$ cat config.mk
export PLATFORM = sky130hd
export DESIGN_NAME = tbuf_wr_ctrl
export DESIGN_NICKNAME = d
export VERILOG_FILES = /design/src/rtl/tbuf_pkg.sv /design/src/rtl/tbuf_en_sel.sv /design/src/rtl/tbuf_ptr_adv.sv /design/src/rtl/tbuf_policy.sv /design/src/rtl/tbuf_wr_ctrl.sv
export SDC_FILE = /design/constraint.sdc
export NUM_CORES = 1
export LEC_CHECK = 0
export ABC_AREA = 1
export BUFFER_PORTS_ARGS = -buffer_cell sky130_fd_sc_hd__buf_2
export CAP_MARGIN = 20
export CORE_MARGIN = 2
export CORE_UTILIZATION = 55
export CTS_CLUSTER_DIAMETER = 80
export CTS_CLUSTER_SIZE = 8
export DETAILED_ROUTE_END_ITERATION = 6
export PLACE_DENSITY = 0.84
export SETUP_SLACK_MARGIN = 0.4
export SLEW_MARGIN = 20
export SYNTH_ARGS = -nofsm -noshare
export SYNTH_HDL_FRONTEND = slang
export SYNTH_HIERARCHICAL = 1
export SYNTH_SLANG_ARGS = --single-unit
$ cat constraint.sdc
create_clock -name clk -period 10.15 [get_ports clk]
set_input_delay 2.03 -clock clk [delete_from_list [all_inputs] [get_ports clk]]
set_output_delay 2.03 -clock clk [all_outputs]
set_load 0.01 [all_outputs]
$ cat src/rtl/tbuf_pkg.sv
package tbuf_pkg;

    typedef enum logic [1:0] {
        ST_RUN   = 2'd0,
        ST_FLUSH = 2'd1,
        ST_STOP  = 2'd2
    } run_state_e;

    // Mode field values shared by the buffer and trigger policies.
    localparam logic [1:0] MODE_STOP     = 2'b00;
    localparam logic [1:0] MODE_IRQ      = 2'b01;
    localparam logic [1:0] MODE_QUIET    = 2'b11;

endpackage

$ cat src/rtl/tbuf_en_sel.sv
module tbuf_en_sel (
    input  logic self_hosted,
    input  logic en_self,
    input  logic en_ext,
    output logic unit_en
);
    always_comb begin
        if (self_hosted) begin
            unit_en = en_self;
        end else begin
            unit_en = en_ext;
        end
    end
endmodule

$ cat src/rtl/tbuf_ptr_adv.sv
module tbuf_ptr_adv #(
    parameter int ADDR_W = 64,
    parameter int BYTES  = 8
) (
    input  logic [ADDR_W-1:0]    ptr,
    input  logic [ADDR_W-1:0]    base,
    input  logic [ADDR_W-13:0]   limit_pg,
    output logic [ADDR_W-1:0]    next_ptr,
    output logic                 wrap
);
    localparam int PAGE_BITS = 12;

    logic [ADDR_W:0] sum;
    logic [ADDR_W:0] limit_full;

    always_comb begin
        sum        = {1'b0, ptr} + (ADDR_W+1)'(BYTES);
        limit_full = {1'b0, limit_pg, {PAGE_BITS{1'b0}}};
        wrap       = (sum >= limit_full);
        next_ptr   = wrap ? base : sum[ADDR_W-1:0];
    end
endmodule

$ cat src/rtl/tbuf_policy.sv
module tbuf_policy
    import tbuf_pkg::*;
(
    input  logic [1:0] buf_mode,
    input  logic [1:0] trg_mode,
    input  logic       wrap_evt,
    input  logic       trg_evt,
    output logic       stop_req,
    output logic       irq_req
);
    logic buf_stop;
    logic trg_stop;

    always_comb begin
        // Bit 0 clear selects the stop behaviour (covers reserved 2'b10).
        buf_stop = (buf_mode[0] == 1'b0);
        trg_stop = (trg_mode[0] == 1'b0);
        stop_req = (wrap_evt && buf_stop) || (trg_evt && trg_stop);
        irq_req  = (wrap_evt && (buf_mode == MODE_IRQ)) ||
                   (trg_evt  && (trg_mode == MODE_IRQ));
    end
endmodule

$ cat src/rtl/tbuf_wr_ctrl.sv
module tbuf_wr_ctrl
    import tbuf_pkg::*;
#(
    parameter int ADDR_W = 64,
    parameter int DATA_W = 64
) (
    input  logic                 clk,
    input  logic                 rst_n,
    input  logic [ADDR_W-1:0]    cfg_base,
    input  logic [ADDR_W-13:0]   cfg_limit_pg,
    input  logic [1:0]           cfg_buf_mode,
    input  logic [1:0]           cfg_trg_mode,
    input  logic                 cfg_en_self,
    input  logic                 cfg_en_ext,
    input  logic                 self_hosted,
    input  logic                 ptr_wr,
    input  logic [ADDR_W-1:0]    ptr_wdata,
    input  logic                 irq_clr,
    input  logic                 trigger,
    input  logic                 s_valid,
    input  logic [DATA_W-1:0]    s_data,
    output logic                 s_ready,
    output logic                 m_valid,
    input  logic                 m_ready,
    output logic [ADDR_W-1:0]    m_addr,
    output logic [DATA_W-1:0]    m_data,
    output logic [DATA_W/8-1:0]  m_strb,
    output logic                 irq_status
);
    localparam int BYTES = DATA_W / 8;

    typedef struct packed {
        run_state_e        state;
        logic [ADDR_W-1:0] ptr;
        logic              hold_vld;
        logic [ADDR_W-1:0] hold_addr;
        logic [DATA_W-1:0] hold_data;
        logic              irq;
    } ctrl_t;

    ctrl_t q, d;

    logic              unit_en;
    logic [ADDR_W-1:0] adv_ptr;
    logic              adv_wrap;
    logic              accept;
    logic              wrap_evt;
    logic              trg_evt;
    logic              stop_req;
    logic              irq_req;

    tbuf_en_sel u_en_sel (
        .self_hosted (self_hosted),
        .en_self     (cfg_en_self),
        .en_ext      (cfg_en_ext),
        .unit_en     (unit_en)
    );

    tbuf_ptr_adv #(
        .ADDR_W (ADDR_W),
        .BYTES  (BYTES)
    ) u_ptr_adv (
        .ptr      (q.ptr),
        .base     (cfg_base),
        .limit_pg (cfg_limit_pg),
        .next_ptr (adv_ptr),
        .wrap     (adv_wrap)
    );

    tbuf_policy u_policy (
        .buf_mode (cfg_buf_mode),
        .trg_mode (cfg_trg_mode),
        .wrap_evt (wrap_evt),
        .trg_evt  (trg_evt),
        .stop_req (stop_req),
        .irq_req  (irq_req)
    );

    always_comb begin
        // Ready: discard when disabled or stopped, store when running with room.
        s_ready = !unit_en || (q.state == ST_STOP) ||
                  ((q.state == ST_RUN) && (!q.hold_vld || m_ready));
        accept   = s_valid && s_ready && unit_en && (q.state == ST_RUN);
        wrap_evt = accept && adv_wrap;
        trg_evt  = trigger && unit_en && (q.state == ST_RUN);

        d = q;

        if (q.hold_vld && m_ready) begin
            d.hold_vld = 1'b0;
        end

        if (accept) begin
            d.hold_vld  = 1'b1;
            d.hold_addr = q.ptr;
            d.hold_data = s_data;
            d.ptr       = adv_ptr;
        end

        if (ptr_wr) begin
            d.ptr = ptr_wdata;
        end

        // Clear first so that any set in the same cycle takes priority.
        if (irq_clr) begin
            d.irq = 1'b0;
        end

        if (irq_req) begin
            d.irq = 1'b1;
        end

        unique case (q.state)
            ST_RUN: begin
                if (stop_req) begin
                    d.state = ST_FLUSH;
                end
            end
            ST_FLUSH: begin
                if (!d.hold_vld) begin
                    d.state = ST_STOP;
                    d.irq   = 1'b1;
                end
            end
            ST_STOP: begin
                if (irq_clr) begin
                    d.state = ST_RUN;
                end
            end
            default: begin
                d.state = ST_RUN;
            end
        endcase
    end

    always_ff @(posedge clk) begin
        if (!rst_n) begin
            q.state     <= ST_RUN;
            q.ptr       <= '0;
            q.hold_vld  <= 1'b0;
            q.hold_addr <= '0;
            q.hold_data <= '0;
            q.irq       <= 1'b0;
        end else begin
            q <= d;
        end
    end

    assign m_valid    = q.hold_vld;
    assign m_addr     = q.hold_addr;
    assign m_data     = q.hold_data;
    assign m_strb     = {BYTES{1'b1}};
    assign irq_status = q.irq;

endmodule

==> results of run 1 <==
-- per-layer routing --
layer | track usage [%] | part of all wire [%]
met1 | 36.1 | 40
met2 | 52.6 | 48
met3 | 5.33 | 8.4
met4 | 11.7 | 3.3
met5 | 0 | 0.084
-- report_power, final --
group / total [mW] / internal, mW / switching (mW) / leakage, nW
Sequential: 0.874 / 0.827 / 0.0472 / 1.61
Clock: 0.698 / 0.338 / 0.360 / 0.285
Combinational: 0.434 / 0.167 / 0.267 / 5.76
-- area by class of cell --
| cell class | count | area (um2) | share of cell area, % |
|---|---|---|---|
| antenna | 10 | 25.0 | 0.167 |
| clock buffer | 18 | 439 | 2.92 |
| clock inverter | 14 | 158 | 1.05 |
| inverter | 256 | 966 | 6.43 |
| multi-input combinational | 1478 | 7060 | 46.9 |
| sequential | 196 | 3920 | 26.1 |
| tap | 330 | 413 | 2.75 |
| timing repair buffer | 399 | 2050 | 13.6 |
-- kinds of logic after synthesis --
kind of cell / count (synthesis)
AO/OA/AOI/OAI: 239
flip-flops: 196
buffers and inverters: 503
AND/OR/NAND/NOR: 1128
XOR/XNOR: 50
other: 1
adder cells (fa/ha/maj): 53
-- sequential cells by signal, indices dropped and copies added, names as in the netlist --
register    count
q              66
m_addr         64
m_data         64
irq_status      1
m_valid         1
-- placed cells by master (no fill, tap or decap), types with 4 or more instances in the layout --
master     instances
ha_1              53
o21ai_1           38
clkinv_8           4
conb_1             8
clkbuf_16         17
nand2_1          428
nand3b_1           5
diode_2           10
o21ai_0          102
dfxtp_1          196
nor2_2             4
xnor2_1           14
nand3_1          221
nor2_4             5
nand2_2            8
buf_4             12
inv_1            252
nor2_1           412
nand4_1           11
inv_6              4
xor2_1            36
buf_2            386
nor3_1            25
a21oi_1           93
-- how the worst min path moves through the flow --
stage	from	end	slack [ns]
after floorplan	m_addr[44]	m_addr[44]	0.46
after global placement	m_data[24]	m_data[24]	0.46
after detailed placement	m_data[22]	m_data[22]	0.47
after CTS	m_data[2]	m_data[2]	0.49
after global routing	m_data[2]	m_data[2]	0.50
final	m_data[8]	m_data[8]	0.48
-- worst max-delay path, cell delays in order --
cell	delay, ns
buf_2	0.09
inv_1	0.04
nand2_1	0.04
nand2_1	0.07
inv_1	0.07
a21oi_2	0.04
nand2_2	0.59
buf_4	0.48
buf_2	0.21
-- stage by stage --
stage	hold slack, ns	std cells
after floorplan	0.455	2177
after global placement	0.457	2658
after detailed placement	0.467	2658
after CTS	0.485	2690
after global routing	0.499	2697
final	0.482	2701
==> metrics.txt, run 1 <==
FF-to-FF Start q[140]; worst hold stages 2; count of pins over their slew limit 0; fillers 2,456; I/O Buffers 388; Worst Path Max Fanout 34; All-Layer GR Usage 29.9%; adder-cell share of the synthesized area 4.76%; Post-Place Worst Slack 4.45 ns; Synth Area per Inst 6.42 um2; Synth Area in XOR/XNOR 3.15%; max_slew headroom 42.6%; largest family of logic cells by synthesized area simple AND/OR/NAND/NOR gates; maxcap violations 0; hold violation count in the final report 0; detailed placement HPWL 30.7 mm; Routed Antenna Nets 0; clk slew on worst S/H paths 0.08 ns; Fin Clk Skew 0.0119 ns; worst path required time 8.12 ns; core footprint 25,000 um2; IO Pins 397; Critical Path End s_ready; worst reg2reg setup slack 4.78 ns; Sink Count 196; Hold WC Path Type reg2reg; Yosys reg bits 196; Area Overhead vs Synth 7.95%; Reg2Reg Depth 29; Post-Synthesis Cells 2,170; Total Nets Final 2,659; die area 26,600 um2; total power 2.01 mW; post-layout util 60.0%; Mapped Area 13,900 um2; sequential element share of the synthesized area 28.2%; worst setup margin 4.42 ns; number of global-route vias before repair 12.8k; Least-Margin Pin Slew 0.862 ns; RSZ-0062 raised after global routing false; ys flop type dfxtp_1; share of cells above drive strength 1 19.6%; Post-CTS Setup Bufs 0; Post-Route WL 41.5 mm; grt total ovfl 0; complex-gate fraction of the synthesized area 8.74%; nature of the critical path endpoint output port; DRC viols 0; cts hold-fix bufs 0; pin count of the biggest net entering global routing 129; post-synth top area share 28.2%; Post-Synth Simple-Gate Area 33.7%; status finished clean; async set-reset flop share out of synthesis 0%; Critical Path AT 3.70 ns; Initial Util 55.6%; Max VDD drop 0.0989 mV; via count 14.1k; Die X 163 um; placement-stage cell area 14,400 um2; CTS tree built; CTS max path bufs 2; Avg WL per Cell 15.3 um; Leakage 7.66 nW; Setup Viol. Count Final 0; most common cell in the netlist nand2_1; PwrDens 133 nW/um2; period utilisation layout 56.5%; Initial DRT Pass Iterations 6; FP Rows 58; critical path startpoint category input pin; Synth Warn # 6; Synth area leaders dfxtp_1 (28%), nand2_1 (12%), nor2_1 (11%); CTS-repair resized insts 0; Finished Cell Area 15,000 um2; initial DRC count 1,188; setup TNS 0 ns; synth cell count leaders nand2_1 (430), nor2_1 (413), inv_1 (252), nand3_1 (221), dfxtp_1 (196); H-tree Lvls 4; f_max 174 MHz; first-pass GRT wire length 63.2 mm; root buf cell clkbuf_16; vias per cell 5.22; post-synthesis mux area share 0%; initial antenna violation count 11; Cell variety after synth 40; number of flops mapped to enable cells by yosys 0; gpl congestion 0.917; reg2reg end q[155]; CTS Buf Count 17; Clock Latency Late Sink 0.44 ns; CP Launch Point self_hosted; dominant cell type by area after synthesis dfxtp_1; min cycle time layout 5.73 ns; WS Path Type in2out; DIE HEIGHT 163 um
(Power assumes the default switching activity.)
==> run 2: changes to the inputs <==
--- a/config.mk
+++ b/config.mk
@@ -5,15 +5,15 @@
 export SDC_FILE = /design/constraint.sdc
 export NUM_CORES = 1
 export LEC_CHECK = 0
-export ABC_AREA = 1
+export ABC_AREA = 0
 export BUFFER_PORTS_ARGS = -buffer_cell sky130_fd_sc_hd__buf_2
 export CAP_MARGIN = 20
 export CORE_MARGIN = 2
-export CORE_UTILIZATION = 55
+export CORE_UTILIZATION = 53
 export CTS_CLUSTER_DIAMETER = 80
 export CTS_CLUSTER_SIZE = 8
 export DETAILED_ROUTE_END_ITERATION = 6
-export PLACE_DENSITY = 0.84
+export PLACE_DENSITY = 0.82
 export SETUP_SLACK_MARGIN = 0.4
 export SLEW_MARGIN = 20
 export SYNTH_ARGS = -nofsm -noshare
==> constraint.sdc (replaced) <==
create_clock -name clk -period 5.5 [get_ports clk]
set_input_delay 1.1 -clock clk [delete_from_list [all_inputs] [get_ports clk]]
set_output_delay 1.1 -clock clk [all_outputs]
set_load 0.01 [all_outputs]
==> metrics.txt, run 2 <==
Synth area leaders dfxtp_1 (31%), o21ai_0 (10%), buf_4 (8.4%); max_slew headroom 33.6% (-9.0 points); CTS Buf Count 17 (unchanged); Yosys reg bits 196 (unchanged); Leakage 6.44 nW (-16%); via count 12.5k (-12%); status finished clean; Clock Latency Late Sink 0.43 ns (about the same); hold wc startpoint m_data[30]; Initial DRT Pass Iterations 6 (unchanged); FP Rows 57 (-1.7%); root buf cell clkbuf_16; GR Util met3 5.32% (-0.0080 points); dominant cell type by area after synthesis dfxtp_1; setup TNS 0 ns (unchanged); core footprint 24,000 um2 (-4.0%); fillers 2,181 (-11%); max reg flops 66 (unchanged); RSZ-0062 raised after global routing false; grt total ovfl 0 (unchanged); DRC viols 0 (unchanged); Avg WL per Cell 19.4 um (+26%); gpl congestion 0.904 (-1.5%); WS Path Type reg2reg; Synth Warn # 6 (unchanged); multi-input logic area 7130 um2 (+1.0%); Hold Slack 0.472 ns (-0.00961 ns); Synth Area per Inst 8.28 um2 (+29%); All-Layer GR Usage 29.8% (-0.062 points); CTS tree built; post-layout util 60.4% (+0.42 points); worst path required time 5.82 ns (-2.30 ns); ys flop type dfxtp_1; Initial Util 53.5% (-2.1 points); Post-Synthesis Cells 1,553 (-28%); post-synth top area share 30.5% (+2.3 points); detailed placement HPWL 27.5 mm (-11%); Routed Antenna Nets 0 (unchanged); CTS max path bufs 2 (unchanged); DIE HEIGHT 160 um (-2.0%); Worst Path Max Fanout 8 (-76%); Fin Clk Skew 0.0124 ns (+0.000451 ns); H-tree Lvls 4 (unchanged); Top reg by flops q; initial antenna violation count 6 (-5); FF-to-FF Start q[134]; vias per cell 6.02 (+15%); critical path's slowest cell or4_4; pin count of the biggest net entering global routing 134 (+3.9%); slowest stage delay, CP 0.46 ns (-0.13 ns); Area Overhead vs Synth 13.0%; period utilisation layout 88.4%; sequential element share of the synthesized area 30.5% (+2.3 points); number of global-route vias before repair 11.6k (-9.2%); global routing's busiest layer met2; maxcap violations 0 (unchanged); IO Pins 397 (unchanged); clk slew on worst S/H paths 0.08 ns (about the same); CP Cell Sequence ha_2 -> nand3_2 -> nor4_4 -> nand4_1 -> buf_4 -> nor3_4 -> nand3_1 -> xnor2_1 -> ha_1 -> nand4_1 -> or3_1 -> or4_4 -> a21oi_1 -> o31ai_1 -> nand3_4 -> buf_4 -> buf_4 -> mux2_4 -> a31oi_1 -> a21oi_1; synth cell count leaders o21ai_0 (264), dfxtp_1 (196), nand3_1 (153), buf_4 (144), a21boi_1 (119); Cell variety after synth 63 (+57%); initial DRC count 1,509 (+27%); nature of the critical path endpoint flip-flop; critical path startpoint category flip-flop; grt met1 use 37.8% (+1.7 points); fin cells 2,068 (-23%); CP Launch Point q[134]; Critical Path AT 5.19 ns (+1.49 ns); global-route track usage on met2 50.3% (-2.4 points); die area 25,500 um2 (-4.1%); most frequent cells in the layout buf_2 (387), o21ai_0 (264), dfxtp_1 (192); f_max 206 MHz; Setup Viol. Count Final 0 (unchanged); I/O Buffers 388 (unchanged); dpl cells 2,021 (-24%); Hold WC Path Type reg2reg; most common cell in the netlist o21ai_0; number of flops mapped to enable cells by yosys 0 (unchanged); min cycle time layout 4.86 ns; count of pins over their slew limit 0 (unchanged); Post-Route WL 40.1 mm (-3.2%); Mapped Area 12,900 um2 (-7.6%); async set-reset flop share out of synthesis 0% (unchanged); Total Nets Final 2,038 (-23%); register cell area after layout 3930 um2 (+0.13%); share of cells above drive strength 1 31.2% (+12 points); Max VDD drop 0.143 mV (+45%); CP most frequent cell buf_4; PwrDens 251 nW/um2 (+88%); most common cell after layout, fill and taps aside buf_2; Sink Count 196 (unchanged); hold violation count in the final report 0 (unchanged); Least-Margin Pin Slew 0.996 ns (+0.135 ns); Die X 160 um (-2.0%); first-pass GRT wire length 61.9 mm (-2.1%)
## run 2: cell count changes after synthesis, sizes merged, moves of 25 or more
cell    delta
a21boi   +131
a31oi     +65
clkbuf    +51
inv      -195
mux2      +63
nand2    -396
nand3     -67
nor2     -401
o21ai    +123
xnor2     +35
xor2      -25
## run 2: cell type report
cell class | count | share of cell area (%)
Clock inverter | 14 | 1.10
Sequential cell | 196 | 27.0
Clock buffer | 18 | 2.95
Tap cell | 324 | 2.79
Antenna cell | 4 | 0.0689
Inverter | 62 | 1.61
Multi-Input combinational cell | 1037 | 49.1
Timing Repair Buffer | 413 | 15.4
## run 2: logic make-up after synthesis
| family | Yosys count | synth area share (%) |
|---|---|---|
| other cells | 1 | 0.0292 |
| simple gates | 288 | 12.3 |
| buf+inv | 327 | 15.1 |
| fa+ha+maj | 53 | 5.16 |
| xor+xnor | 60 | 4.09 |
| flops | 196 | 30.5 |
| compound gates | 561 | 25.5 |
| mux | 67 | 7.23 |
## run 2: power by group
group	internal (mW)	switching, mW	total [mW]
registers	1.50	0.0839	1.59
clock network	0.613	0.653	1.27
logic	0.368	0.426	0.794
## run 2: through the flow
step / power [mW] / worst slack (ns) / cell area (um2)
after floorplan: 2.19 / 0.827 / 12900
after global placement: 2.37 / 0.395 / 13800
after detailed placement: 2.38 / 0.262 / 13800
after CTS: 3.65 / 0.411 / 14400
after global routing: 3.80 / 0.384 / 14500
final: 3.65 / 0.636 / 14500
## run 2: routing by layer
| metal | vias up | share of wire, % |
|---|---|---|
| met3 | 92 | 8.4 |
| met4 | 4 | 3.4 |
| met2 | 658 | 48 |
| met5 | - | 0.067 |
| met1 | 5938 | 40 |
| li1 | 5766 | - |
## run 2: timing repair
item,in CTS,in global routing
gates cloned,1,0
gates resized for setup,1,15
setup endpoints to repair,53,66
setup buffers,3,7
hold buffers,0,0
pin swaps,1,3
## run 2: path summary, 6_finish.rpt
path	cells after the start	slack [ns]	end
worst min register to register	2	0.47	m_data[30]
worst max register to register	20	0.64	q[183]
worst min-delay path	2	0.47	m_data[30]
worst max-delay path	20	0.64	q[183]
## run 2: critical path, delay by kind of cell (launching register included)
| family | cells | cell delay [ns] |
|---|---|---|
| simple gates | 9 | 2.17 |
| fa+ha+maj | 2 | 0.60 |
| buf+inv | 3 | 0.58 |
| compound gates | 4 | 0.50 |
| flops | 1 | 0.41 |
| mux | 1 | 0.29 |
| xor+xnor | 1 | 0.18 |
